## src/rtl/ddr2i_pkg.sv

```systemverilog
package ddr2i_pkg;

    localparam int ADDR_W = 14;
    localparam int BANK_W = 3;

    // address bit positions the bring-up script controls
    localparam int BIT_DLL_OFF  = 0;
    localparam int BIT_OCD_LO   = 7;
    localparam int BIT_DLL_RST  = 8;
    localparam int BIT_OCD_HI   = 9;
    localparam int BIT_ALL_BANK = 10;
    localparam int BIT_TOP      = 13;

    typedef enum logic [3:0] {
        CMD_MODE      = 4'b0000,
        CMD_REFRESH   = 4'b0001,
        CMD_PRECHARGE = 4'b0010,
        CMD_NOP       = 4'b0111,
        CMD_DESELECT  = 4'b1111
    } cmd_e;

    typedef enum logic [3:0] {
        ST_PREA_FIRST,
        ST_EXT2,
        ST_EXT3,
        ST_EXT1_DLL_ON,
        ST_MAIN_DLL_RST,
        ST_PREA_SECOND,
        ST_REFRESH_A,
        ST_REFRESH_B,
        ST_MAIN_OPER,
        ST_EXT1_OCD_DEF,
        ST_EXT1_OCD_EXIT
    } step_e;

    typedef enum logic [2:0] {
        PH_IDLE,
        PH_CLK_STABLE,
        PH_CKE_WAIT,
        PH_ISSUE,
        PH_GAP,
        PH_READY
    } phase_e;

    typedef enum logic [1:0] {
        GAP_MODE,
        GAP_PRECH,
        GAP_REFR
    } gap_e;

    typedef struct packed {
        cmd_e              cmd;
        logic [BANK_W-1:0] bank;
        logic [ADDR_W-1:0] addr;
    } bus_t;

    function automatic int max2(input int a, input int b);
        return (a > b) ? a : b;
    endfunction

    function automatic int ceil_div(input int num, input int den);
        return (num + den - 1) / den;
    endfunction

endpackage

```

## src/rtl/ddr2i_wait_timer.sv

```systemverilog
module ddr2i_wait_timer #(
    parameter int W = 8
) (
    input  logic         clk,
    input  logic         rst,
    input  logic         load,
    input  logic [W-1:0] load_val,
    output logic         zero
);
    logic [W-1:0] cnt_q;

    always_ff @(posedge clk) begin
        if (rst)
            cnt_q <= '0;
        else if (load)
            cnt_q <= load_val;
        else if (cnt_q != '0)
            cnt_q <= cnt_q - 1'b1;
    end

    assign zero = (cnt_q == '0);

    // an expired timer stays expired until it is reloaded
    a_r8_timer_parks: assert property (@(posedge clk) disable iff (rst)
        (zero && !load) |=> zero);

endmodule

```

## src/rtl/ddr2i_step_decode.sv

```systemverilog
module ddr2i_step_decode
    import ddr2i_pkg::*;
#(
    parameter logic [ADDR_W-1:0] MR_OPS   = '0,
    parameter logic [ADDR_W-1:0] EMR1_OPS = '0,
    parameter logic [ADDR_W-1:0] EMR2_VAL = '0,
    parameter logic [ADDR_W-1:0] EMR3_VAL = '0
) (
    input  step_e step,
    output bus_t  bus,
    output gap_e  gap_kind
);
    localparam logic [ADDR_W-1:0] M_TOP   = ADDR_W'(1) << BIT_TOP;
    localparam logic [ADDR_W-1:0] M_DLLR  = ADDR_W'(1) << BIT_DLL_RST;
    localparam logic [ADDR_W-1:0] M_DLLO  = ADDR_W'(1) << BIT_DLL_OFF;
    localparam logic [ADDR_W-1:0] M_OCD   = (ADDR_W'(1) << BIT_OCD_HI)
                                          | (ADDR_W'(1) << BIT_DLL_RST)
                                          | (ADDR_W'(1) << BIT_OCD_LO);
    localparam logic [ADDR_W-1:0] M_ALLBK = ADDR_W'(1) << BIT_ALL_BANK;

    localparam logic [ADDR_W-1:0] MR_BASE  = MR_OPS & ~(M_TOP | M_DLLR);
    localparam logic [ADDR_W-1:0] EMR1_BASE = EMR1_OPS & ~(M_TOP | M_OCD | M_DLLO);

    always_comb begin
        bus.cmd  = CMD_MODE;
        bus.bank = '0;
        bus.addr = '0;
        gap_kind = GAP_MODE;
        case (step)
            ST_PREA_FIRST, ST_PREA_SECOND: begin
                bus.cmd  = CMD_PRECHARGE;
                bus.addr = M_ALLBK;
                gap_kind = GAP_PRECH;
            end
            ST_EXT2: begin
                bus.bank = 3'b010;
                bus.addr = EMR2_VAL;
            end
            ST_EXT3: begin
                bus.bank = 3'b011;
                bus.addr = EMR3_VAL;
            end
            ST_EXT1_DLL_ON, ST_EXT1_OCD_EXIT: begin
                bus.bank = 3'b001;
                bus.addr = EMR1_BASE;
            end
            ST_EXT1_OCD_DEF: begin
                bus.bank = 3'b001;
                bus.addr = EMR1_BASE | M_OCD;
            end
            ST_MAIN_DLL_RST: bus.addr = MR_BASE | M_DLLR;
            ST_MAIN_OPER:    bus.addr = MR_BASE;
            ST_REFRESH_A, ST_REFRESH_B: begin
                bus.cmd  = CMD_REFRESH;
                gap_kind = GAP_REFR;
            end
            default: bus.cmd = CMD_NOP;
        endcase
    end

endmodule

```

## src/rtl/ddr2_init_seq.sv

```systemverilog
module ddr2_init_seq
    import ddr2i_pkg::*;
#(
    parameter int CLK_PS       = 2500,
    parameter int STABLE_CYC   = ceil_div(200_000_000, CLK_PS),
    parameter int CKE_NOP_CYC  = ceil_div(400_000, CLK_PS),
    parameter int TMRD_CYC     = 2,
    parameter int TRP_CYC      = ceil_div(15_000, CLK_PS) + 1,
    parameter int TRFC_CYC     = ceil_div(127_500, CLK_PS) + 1,
    parameter int DLL_LOCK_CYC = 200,
    parameter logic [13:0] MR_OPS   = 14'h0432,
    parameter logic [13:0] EMR1_OPS = 14'h0004,
    parameter logic [13:0] EMR2_VAL = 14'h0000,
    parameter logic [13:0] EMR3_VAL = 14'h0000
) (
    input  logic        clk,
    input  logic        rst,
    input  logic        pwr_ok,
    output logic        cke,
    output logic        odt,
    output logic        cs_n,
    output logic        ras_n,
    output logic        cas_n,
    output logic        we_n,
    output logic [2:0]  ba,
    output logic [13:0] addr,
    output logic        done
);
    localparam int GMAX = max2(max2(STABLE_CYC, CKE_NOP_CYC),
                               max2(TMRD_CYC, max2(TRP_CYC, TRFC_CYC)));
    localparam int GW   = $clog2(GMAX + 1);
    localparam int LW   = $clog2(DLL_LOCK_CYC + 1);

    phase_e phase_q;
    step_e  step_q;
    bus_t   step_bus;
    gap_e   gap_kind;
    logic   gap_load, gap_zero, lock_load, lock_zero;
    logic [GW-1:0] gap_val;

    ddr2i_step_decode #(
        .MR_OPS(MR_OPS), .EMR1_OPS(EMR1_OPS),
        .EMR2_VAL(EMR2_VAL), .EMR3_VAL(EMR3_VAL)
    ) u_decode (
        .step(step_q), .bus(step_bus), .gap_kind(gap_kind)
    );

    ddr2i_wait_timer #(.W(GW)) u_gap (
        .clk(clk), .rst(rst), .load(gap_load), .load_val(gap_val), .zero(gap_zero)
    );

    ddr2i_wait_timer #(.W(LW)) u_lock (
        .clk(clk), .rst(rst), .load(lock_load),
        .load_val(LW'(DLL_LOCK_CYC - 2)), .zero(lock_zero)
    );

    // an issued command at cycle c lets the next one out at c + gap
    always_comb begin
        gap_load = 1'b0;
        gap_val  = '0;
        case (phase_q)
            PH_IDLE: begin
                gap_load = pwr_ok;
                gap_val  = GW'(STABLE_CYC - 1);
            end
            PH_CLK_STABLE: begin
                gap_load = gap_zero;
                gap_val  = GW'(CKE_NOP_CYC - 1);
            end
            PH_ISSUE: begin
                gap_load = 1'b1;
                case (gap_kind)
                    GAP_PRECH: gap_val = GW'(TRP_CYC - 2);
                    GAP_REFR:  gap_val = GW'(TRFC_CYC - 2);
                    default:   gap_val = GW'(TMRD_CYC - 2);
                endcase
            end
            default: ;
        endcase
    end

    assign lock_load = (phase_q == PH_ISSUE) && (step_q == ST_MAIN_DLL_RST);

    always_ff @(posedge clk) begin
        if (rst) begin
            phase_q <= PH_IDLE;
            step_q  <= ST_PREA_FIRST;
        end else begin
            case (phase_q)
                PH_IDLE:       if (pwr_ok) phase_q <= PH_CLK_STABLE;
                PH_CLK_STABLE: if (gap_zero) phase_q <= PH_CKE_WAIT;
                PH_CKE_WAIT: if (gap_zero) begin
                    phase_q <= PH_ISSUE;
                    step_q  <= ST_PREA_FIRST;
                end
                PH_ISSUE: phase_q <= PH_GAP;
                PH_GAP: if (gap_zero && (step_q != ST_MAIN_OPER || lock_zero)) begin
                    if (step_q == ST_EXT1_OCD_EXIT) begin
                        phase_q <= PH_READY;
                    end else begin
                        phase_q <= PH_ISSUE;
                        step_q  <= step_e'(step_q + 4'd1);
                    end
                end
                default: phase_q <= PH_READY;
            endcase
        end
    end

    bus_t out_bus;
    always_comb begin
        out_bus.bank = '0;
        out_bus.addr = '0;
        out_bus.cmd  = CMD_NOP;
        if (phase_q == PH_IDLE || phase_q == PH_CLK_STABLE)
            out_bus.cmd = CMD_DESELECT;
        else if (phase_q == PH_ISSUE)
            out_bus = step_bus;
    end

    assign cke  = !(phase_q == PH_IDLE || phase_q == PH_CLK_STABLE);
    assign odt  = 1'b0;
    assign {cs_n, ras_n, cas_n, we_n} = out_bus.cmd;
    assign ba   = out_bus.bank;
    assign addr = out_bus.addr;
    assign done = (phase_q == PH_READY);

    logic [3:0] pin_cmd;
    assign pin_cmd = {cs_n, ras_n, cas_n, we_n};

    // clock enable never drops once raised
    a_r2_cke_holds: assert property (@(posedge clk) disable iff (rst)
        cke |=> cke);
    // with clock enable low the device is deselected
    a_r1_deselect_low_cke: assert property (@(posedge clk) disable iff (rst)
        !cke |-> cs_n);
    // each real command is followed by a no-operation cycle
    a_r8_single_cmd: assert property (@(posedge clk) disable iff (rst)
        (cke && pin_cmd != 4'b0111) |=> (pin_cmd == 4'b0111));
    // OCD default only after the DLL lock window has elapsed
    a_r9_lock_before_ocd: assert property (@(posedge clk) disable iff (rst)
        (phase_q == PH_ISSUE && step_q == ST_EXT1_OCD_DEF) |-> lock_zero);
    // ready is sticky and the bus stays idle
    a_r10_done_sticky: assert property (@(posedge clk) disable iff (rst)
        done |=> done);
    a_r10_done_idle: assert property (@(posedge clk) disable iff (rst)
        done |-> (pin_cmd == 4'b0111 && cke));
    // mode writes to MR never carry the top address bit
    a_r5_mr_top_clear: assert property (@(posedge clk) disable iff (rst)
        (pin_cmd == 4'b0000 && ba == 3'b000) |-> !addr[13]);

endmodule

```

## config.mk

```make
export PLATFORM = sky130hd
export DESIGN_NAME = ddr2_init_seq
export DESIGN_NICKNAME = d
export VERILOG_FILES = /design/src/rtl/ddr2i_pkg.sv /design/src/rtl/ddr2i_wait_timer.sv /design/src/rtl/ddr2i_step_decode.sv /design/src/rtl/ddr2_init_seq.sv
export SDC_FILE = /design/constraint.sdc
export NUM_CORES = 1
export LEC_CHECK = 0
export CORE_ASPECT_RATIO = 1.25
export CORE_MARGIN = 3
export CORE_UTILIZATION = 56
export DETAILED_ROUTE_END_ITERATION = 10
export HOLD_SLACK_MARGIN = 0.05
export PLACE_DENSITY = 0.85
export SYNTH_ARGS = -nofsm -noshare
export SYNTH_HDL_FRONTEND = slang
export SYNTH_SLANG_ARGS = --single-unit
export TNS_END_PERCENT = 1
```

## constraint.sdc

```tcl
create_clock -name clk -period 2.6 [get_ports clk]
set_input_delay 0.65 -clock clk [delete_from_list [all_inputs] [get_ports clk]]
set_output_delay 0.65 -clock clk [all_outputs]
set_load 0.01 [all_outputs]
```

==> results of run 1 <==
==> cell type report <==
class / instances / area (um2) / area share [%]
Multi-Input combinational cell: 218 / 1469 / 56.01
Clock inverter: 1 / 7.507 / 0.2863
Inverter: 12 / 45.04 / 1.718
Tap cell: 54 / 67.56 / 2.576
Clock buffer: 7 / 86.33 / 3.292
Timing Repair Buffer: 35 / 302.8 / 11.55
Sequential cell: 32 / 644.4 / 24.57
==> state kept, by name (all words and copies together), names as in the netlist <==
name	flops
u_gap.cnt_q	17
u_lock.cnt_q	8
step_q	4
phase_q	3
==> worst max-delay path by stage <==
stage | cells past startpoint | to | slack [ns] | start
floorplan | 5 | ba[0] | 0.05 | step_q[0]
detailed placement | 6 | ba[0] | -0.09 | step_q[0]
CTS | 6 | addr[8] | -0.09 | step_q[1]
global placement | 6 | ba[0] | 0.04 | step_q[0]
global route | 7 | ras_n | -0.05 | step_q[1]
finish | 4 | ba[1] | 0.06 | phase_q[1]
==> cells by family (layout without fill, tap and decap cells) <==
| logic type | Yosys count | count (layout) | synth area share [%] |
|---|---|---|---|
| other cells | 1 | 8 | 0.1679 |
| fa+ha+maj | 7 | 7 | 3.921 |
| flops | 32 | 32 | 28.68 |
| compound gates | 64 | 64 | 18.10 |
| simple gates | 120 | 120 | 33.28 |
| buf+inv | 37 | 55 | 8.403 |
| xor+xnor | 19 | 19 | 7.451 |
==> synthesized netlist by cell type (3+ instances only) <==
library cell	number
xor2_1	10
and2_1	6
nand4_1	4
nor3_1	14
a31oi_1	8
nand3_1	10
buf_4	11
a211oi_1	3
nand3b_1	5
a21oi_1	16
buf_2	6
nand2_1	14
nor4_1	4
or4_1	7
xnor2_1	9
o31ai_1	6
o21a_1	3
ha_1	7
inv_1	12
o21ai_0	14
nor2_1	23
nand2b_1	7
dfxtp_1	32
clkbuf_1	8
nand4b_1	3
and3_1	3
==> per-stage QoR <==
step	setup slack [ns]	hold slack (ns)	utilization, %	instance area [um2]
final	0.06388	0.5089	68.72	2623
after global placement	0.04133	0.5124	65.11	2485
after floorplan	0.05364	0.4878	-	2260
after detailed placement	-0.08736	0.5222	65.11	2485
after global routing	-0.04687	0.5477	68.72	2623
after CTS	-0.09369	0.5094	67.84	2589
==> worst register-to-register path, delay by kind of cell, from the launching register on <==
family,cells,cell delay [ns]
flops,1,0.33
compound gates,2,0.53
fa+ha+maj,1,0.17
simple gates,3,0.80
buf+inv,2,0.34
==> routing by layer <==
metal	global-route usage, %	vias to the layer above	wire length (um)
li1	-	1045	-
met1	24.64	1010	2041
met2	41.20	46	2752
met3	5.162	11	169
met4	12.36	0	121
met5	0	-	0
==> power groups by stage <==
stage | Combinational (mW) | Sequential, mW | Clock (mW)
after floorplan | 1.21 | 0.826 | 0
after global placement | 1.48 | 0.856 | 0
after detailed placement | 1.51 | 0.864 | 0
after CTS | 1.52 | 0.853 | 0.419
after global routing | 1.74 | 0.876 | 0.431
final | 1.54 | 0.854 | 0.402
==> repair_timing <==
item,in CTS,in global routing
cloned,0,0
gates resized for setup,11,10
endpoints found under the setup margin,11,14
pin swaps,1,2
setup buffers,0,1
==> results.yml, run 1 <==
yosys:
  ys_types: 54
  seq_area_frac_synth_pct: 28.68
  synth-main-ff-cell: "dfxtp_1"
  ys_ff_latch: 32
  synth_area_mm2: 0.002233
  avgSynthCellArea_um2: 7.976
  synth-edff-count: 0
  synthTopCellsByArea: "dfxtp_1 29%, ha_1 3.9%, xor2_1 3.9%"
  synth_warnings: 0
  synthCells: 280
  async_flop_share_pct: 0
  yosys.area.top_type: "dfxtp_1"
  yosysTopAreaCellShare_pct: 28.68
run_status:
  status: "finished clean"
setup_path:
  critPathTopFamily: "simple AND/OR/NAND/NOR gates"
  critPathLaunchType: "flip-flop"
  crit_required_ns: 1.95
  cp_slowest_cell: "clkdlybuf4s50_1"
  worstPathBufferInverterCount: 1
  cp.arrival_ns: 1.89
  regToRegEndpoint: "u_gap.cnt_q[4]"
  critical_path_class: "reg -> out"
  rr_startpoint: "u_gap.cnt_q[0]"
  r2r_cells: 8
  endpoint_kind: "primary output"
  worstPathCellList: "nand2_1 -> or2_2 -> nor4_1 -> clkdlybuf4s50_1"
  rrSetupSlack_ns: 0.36
  slowest_delay_ns: 0.59
  crit_fanout: 4
grt:
  grt_usage_pct: 22.97
  grt_max_degree: 15
  first_global_vias: 2056
  overflow: 0
  antenna_found_initial: 0
  grt_pass1_wl_um: 9032
pwr:
  powerDensity_mw_per_mm2: 1064
  pwr-share-seq_pct: 30.6
  ir_drop_mv: 0.7261
  p_comb_share_pct: 55.0
  p_switching_mw: 1.237
  p_leak_nw: 1.015
  power_mw: 2.791
  swShare_pct: 44.33
  clockPowerShare_pct: 14.4
  cellInternalPower_mw: 1.554
hold_path:
  hold_start: "step_q[1]"
  min_delay_path_depth: 2
  worstHoldPathType: "reg -> reg"
  min_to: "step_q[1]"
route:
  drc: 0
  first_pass_iters: 4
  drt_iter0_drc: 122
  routed_wl_um: 5085
  wire_per_inst_um: 14.16
  ant_nets: 0
  vias: 2112
  vias_per_cell: 5.883
clock_tree:
  numCtsBuffers: 5
  cts_tree: "built"
  clk_pin_slew_ns: 0.07
  clock_latency_ns: 0.29
  root_buffer: "clkbuf_8"
  clock-sinks: 32
  ctsHtreeMaxLevel: 2
  clockBufferDepth: 2
  hold_buffers: 0
finish:
  area_growth_pct: 17.42
  n_antenna_cell: 0
  drive_gt1_share_pct: 16.39
  final_common_cell: "dfxtp_1"
  nNetsFinal: 314
  finalNonFillerCells: 359
  fill_cells: 330
  mostFrequentLayoutCells: "29 x dfxtp_1, 22 x nor2_1, 17 x buf_4, 16 x a21oi_1"
floorplan:
  die_y_um: 76.61
  num_rows: 25
  die-area_mm2: 0.004787
  die_w_um: 62.49
  ios: 27
  core_mm2: 0.003816
  start_util_pct: 58.52
timing:
  finalClockSkew_ns: 0.008117
  hold_violations: 0
  fmax_ghz: 0.3943
  setup_viol: 0
  setup_tns_ns: 0
  rsz0062_at_grt: "yes"
  finalMaxSlewViolations: 0
  period_needed_ns: 2.536
  post-route-period-util_pct: 97.54
place:
  dp.final_hpwl_um: 3796
  port_buffers: 18
  dpl.cell_count: 350
  routabilityCongestion: 0.8968
job:
  maxCapViolCount: 0
No activity file was read; power rests on OpenSTA's default activity.
==> inputs of run 2 (changes only) <==
--- a/config.mk
+++ b/config.mk
@@ -8,6 +8,7 @@
 export CORE_ASPECT_RATIO = 1.25
 export CORE_MARGIN = 3
 export CORE_UTILIZATION = 56
+export CTS_CLUSTER_SIZE = 16
 export DETAILED_ROUTE_END_ITERATION = 10
 export HOLD_SLACK_MARGIN = 0.05
 export PLACE_DENSITY = 0.85
==> results of run 2 <==
Final layout, timing and power as in run 1 (identical DEF).
==> inputs of run 3 (changes only) <==
--- a/config.mk
+++ b/config.mk
@@ -10,9 +10,9 @@
 export CORE_UTILIZATION = 56
 export CTS_CLUSTER_SIZE = 16
 export DETAILED_ROUTE_END_ITERATION = 10
+export GPL_TIMING_DRIVEN = 0
 export HOLD_SLACK_MARGIN = 0.05
 export PLACE_DENSITY = 0.85
 export SYNTH_ARGS = -nofsm -noshare
 export SYNTH_HDL_FRONTEND = slang
 export SYNTH_SLANG_ARGS = --single-unit
-export TNS_END_PERCENT = 1
==> run 3 against run 2 <==
Net effect:
- first-iteration DRC count down 15%
- sequential share of layout area down 0.66 points
- cell count up 1.7%
- worst hold slack better by 0.036 ns
- via count up 1.5%
- non-clock buffer count up 6
- clock power up 19%
- global-route usage up 0.88 points
- die area unchanged
- fmax up 0.92%
- critical endpoint unchanged
- combinational power about the same
- utilization up 2.5 points
==> results.yml, run 3 (synthesis gave the netlist of run 1 again) <==
run_status:
  status: "finished clean"
floorplan:
  start_util_pct: 58.52
  num_rows: 25
  die_w_um: 62.49
  die_y_um: 76.61
  die-area_mm2: 0.004787
  core_mm2: 0.003816
  ios: 27
pwr:
  ir_drop_mv: 0.5794
  p_switching_mw: 1.281
  p_leak_nw: 1.076
  clockPowerShare_pct: 16.4
  powerDensity_mw_per_mm2: 1075
  power_mw: 2.919
  pwr-share-seq_pct: 29.9
  swShare_pct: 43.90
  p_comb_share_pct: 53.7
  cellInternalPower_mw: 1.638
grt:
  grt_max_degree: 11
  grt_usage_pct: 23.85
  first_global_vias: 2018
  grt_pass1_wl_um: 9280
  antenna_found_initial: 0
  overflow: 0
timing:
  rsz0062_at_grt: "no"
  hold_violations: 0
  period_needed_ns: 2.513
  setup_viol: 0
  finalClockSkew_ns: 0.006960
  fmax_ghz: 0.3979
  finalMaxSlewViolations: 0
  maxSlewHeadroom_pct: 62.13
  fin_ws_ns: 0.08692
  worst_slew_pin_slew_ns: 0.5680
  post-route-period-util_pct: 96.66
route:
  routed_wl_um: 5448
  vias_per_cell: 5.874
  drt_iter0_drc: 104
  vias: 2144
  drc: 0
  wire_per_inst_um: 14.93
  first_pass_iters: 5
  ant_nets: 0
finish:
  drive_gt1_share_pct: 18.33
  largest_reg_flops: 17
  mostFrequentLayoutCells: "27 x dfxtp_1, 23 x nor2_1, 16 x a21oi_1"
  area_growth_pct: 21.62
  nNetsFinal: 320
  top_regs: "u_gap.cnt_q: 17 flops, u_lock.cnt_q: 8 flops, step_q: 4 flops"
  top_register: "u_gap.cnt_q"
  n_antenna_cell: 0
  final_common_cell: "dfxtp_1"
setup_path:
  rrSetupSlack_ns: 0.29
  cp.arrival_ns: 1.86
  crit_required_ns: 1.95
  slowest_delay_ns: 0.38
  critPathLaunchType: "flip-flop"
  endpoint_kind: "primary output"
  critical_path_class: "reg -> out"
  worstPathCellList: "buf_6 -> nand2_1 -> or2_2 -> nor4_1 -> dlygate4sd2_1"
  crit_fanout: 10
  cp_slowest_cell: "dfxtp_2"
clock_tree:
  clock_latency_ns: 0.29
  hold_buffers: 0
  numCtsBuffers: 5
  clk_pin_slew_ns: 0.07
  root_buffer: "clkbuf_8"
  clock-sinks: 32
  cts_tree: "built"
  ctsHtreeMaxLevel: 2
  clockBufferDepth: 2
hold_path:
  worstHoldPathType: "reg -> reg"
place:
  port_buffers: 18
  routabilityCongestion: 0.8891
  preCtsSetupSlack_ns: -0.3105
  dp.final_hpwl_um: 3896
job:
  maxCapViolCount: 0
[run 3: power by group through the flow]
stage,Combinational (mW),Sequential [mW],Clock (mW)
floorplan,1.21,0.826,0
global placement,1.48,0.862,0
detailed placement,1.51,0.868,0
CTS,1.56,0.871,0.484
global route,1.75,0.901,0.503
finish,1.57,0.873,0.479
[run 3: critical path, delay by kind of cell (launching register included)]
kind,cells,cell delay (ns)
buffers and inverters,2,0.46
AND/OR/NAND/NOR,3,0.72
flip-flops,1,0.38
[run 3: through the flow]
step / hold slack (ns) / instance area, um2 / TNS [ns] / utilization [%] / cells
2_1_floorplan: 0.4878 / 2260 / 0 / - / 287
3_5_place_dp: 0.5338 / 2507 / -3.582 / 65.70 / 359
6_report: 0.5448 / 2716 / 0 / 71.18 / 365
4_1_cts: 0.5461 / 2711 / 0 / 71.05 / 365
5_1_grt: 0.5837 / 2716 / 0 / 71.18 / 365
3_3_place_gp: 0.5104 / 2507 / -2.475 / 65.70 / 359
[run 3: cell type report]
type | instances | area [um2]
Buffer | 22 | 157.7
Clock buffer | 6 | 72.57
Clock inverter | 2 | 35.03
Fill cell | 318 | 1100
Inverter | 12 | 45.04
Multi-Input combinational cell | 218 | 1510
Sequential cell | 32 | 649.4
Tap cell | 54 | 67.56
Timing Repair Buffer | 19 | 178.9
[run 3: final timing paths]
path / from / depth (start not counted) / endpoint
max: phase_q[1] / 5 / ba[1]
min: u_lock.cnt_q[3] / 2 / u_lock.cnt_q[3]
max reg2reg: u_gap.cnt_q[0] / 8 / u_gap.cnt_q[12]
min reg2reg: u_lock.cnt_q[3] / 2 / u_lock.cnt_q[3]
[run 3: timing repair]
item / CTS / global route
setup endpoints to repair: 15 / 3
gates resized for setup: 41 / 3
setup buffers: 1 / 0
[run 3: layer usage]
layer  part of all wire, %  vias to the layer above  global-route usage (%)  routed length, um
li1                      -                     1054                       -                  -
met1                    39                     1033                   27.05               2137
met2                    55                       46                   43.65               3005
met3                   3.5                       11                   3.245                193
met4                   2.0                        0                   10.60                111
met5                     0                        -                       0                  0
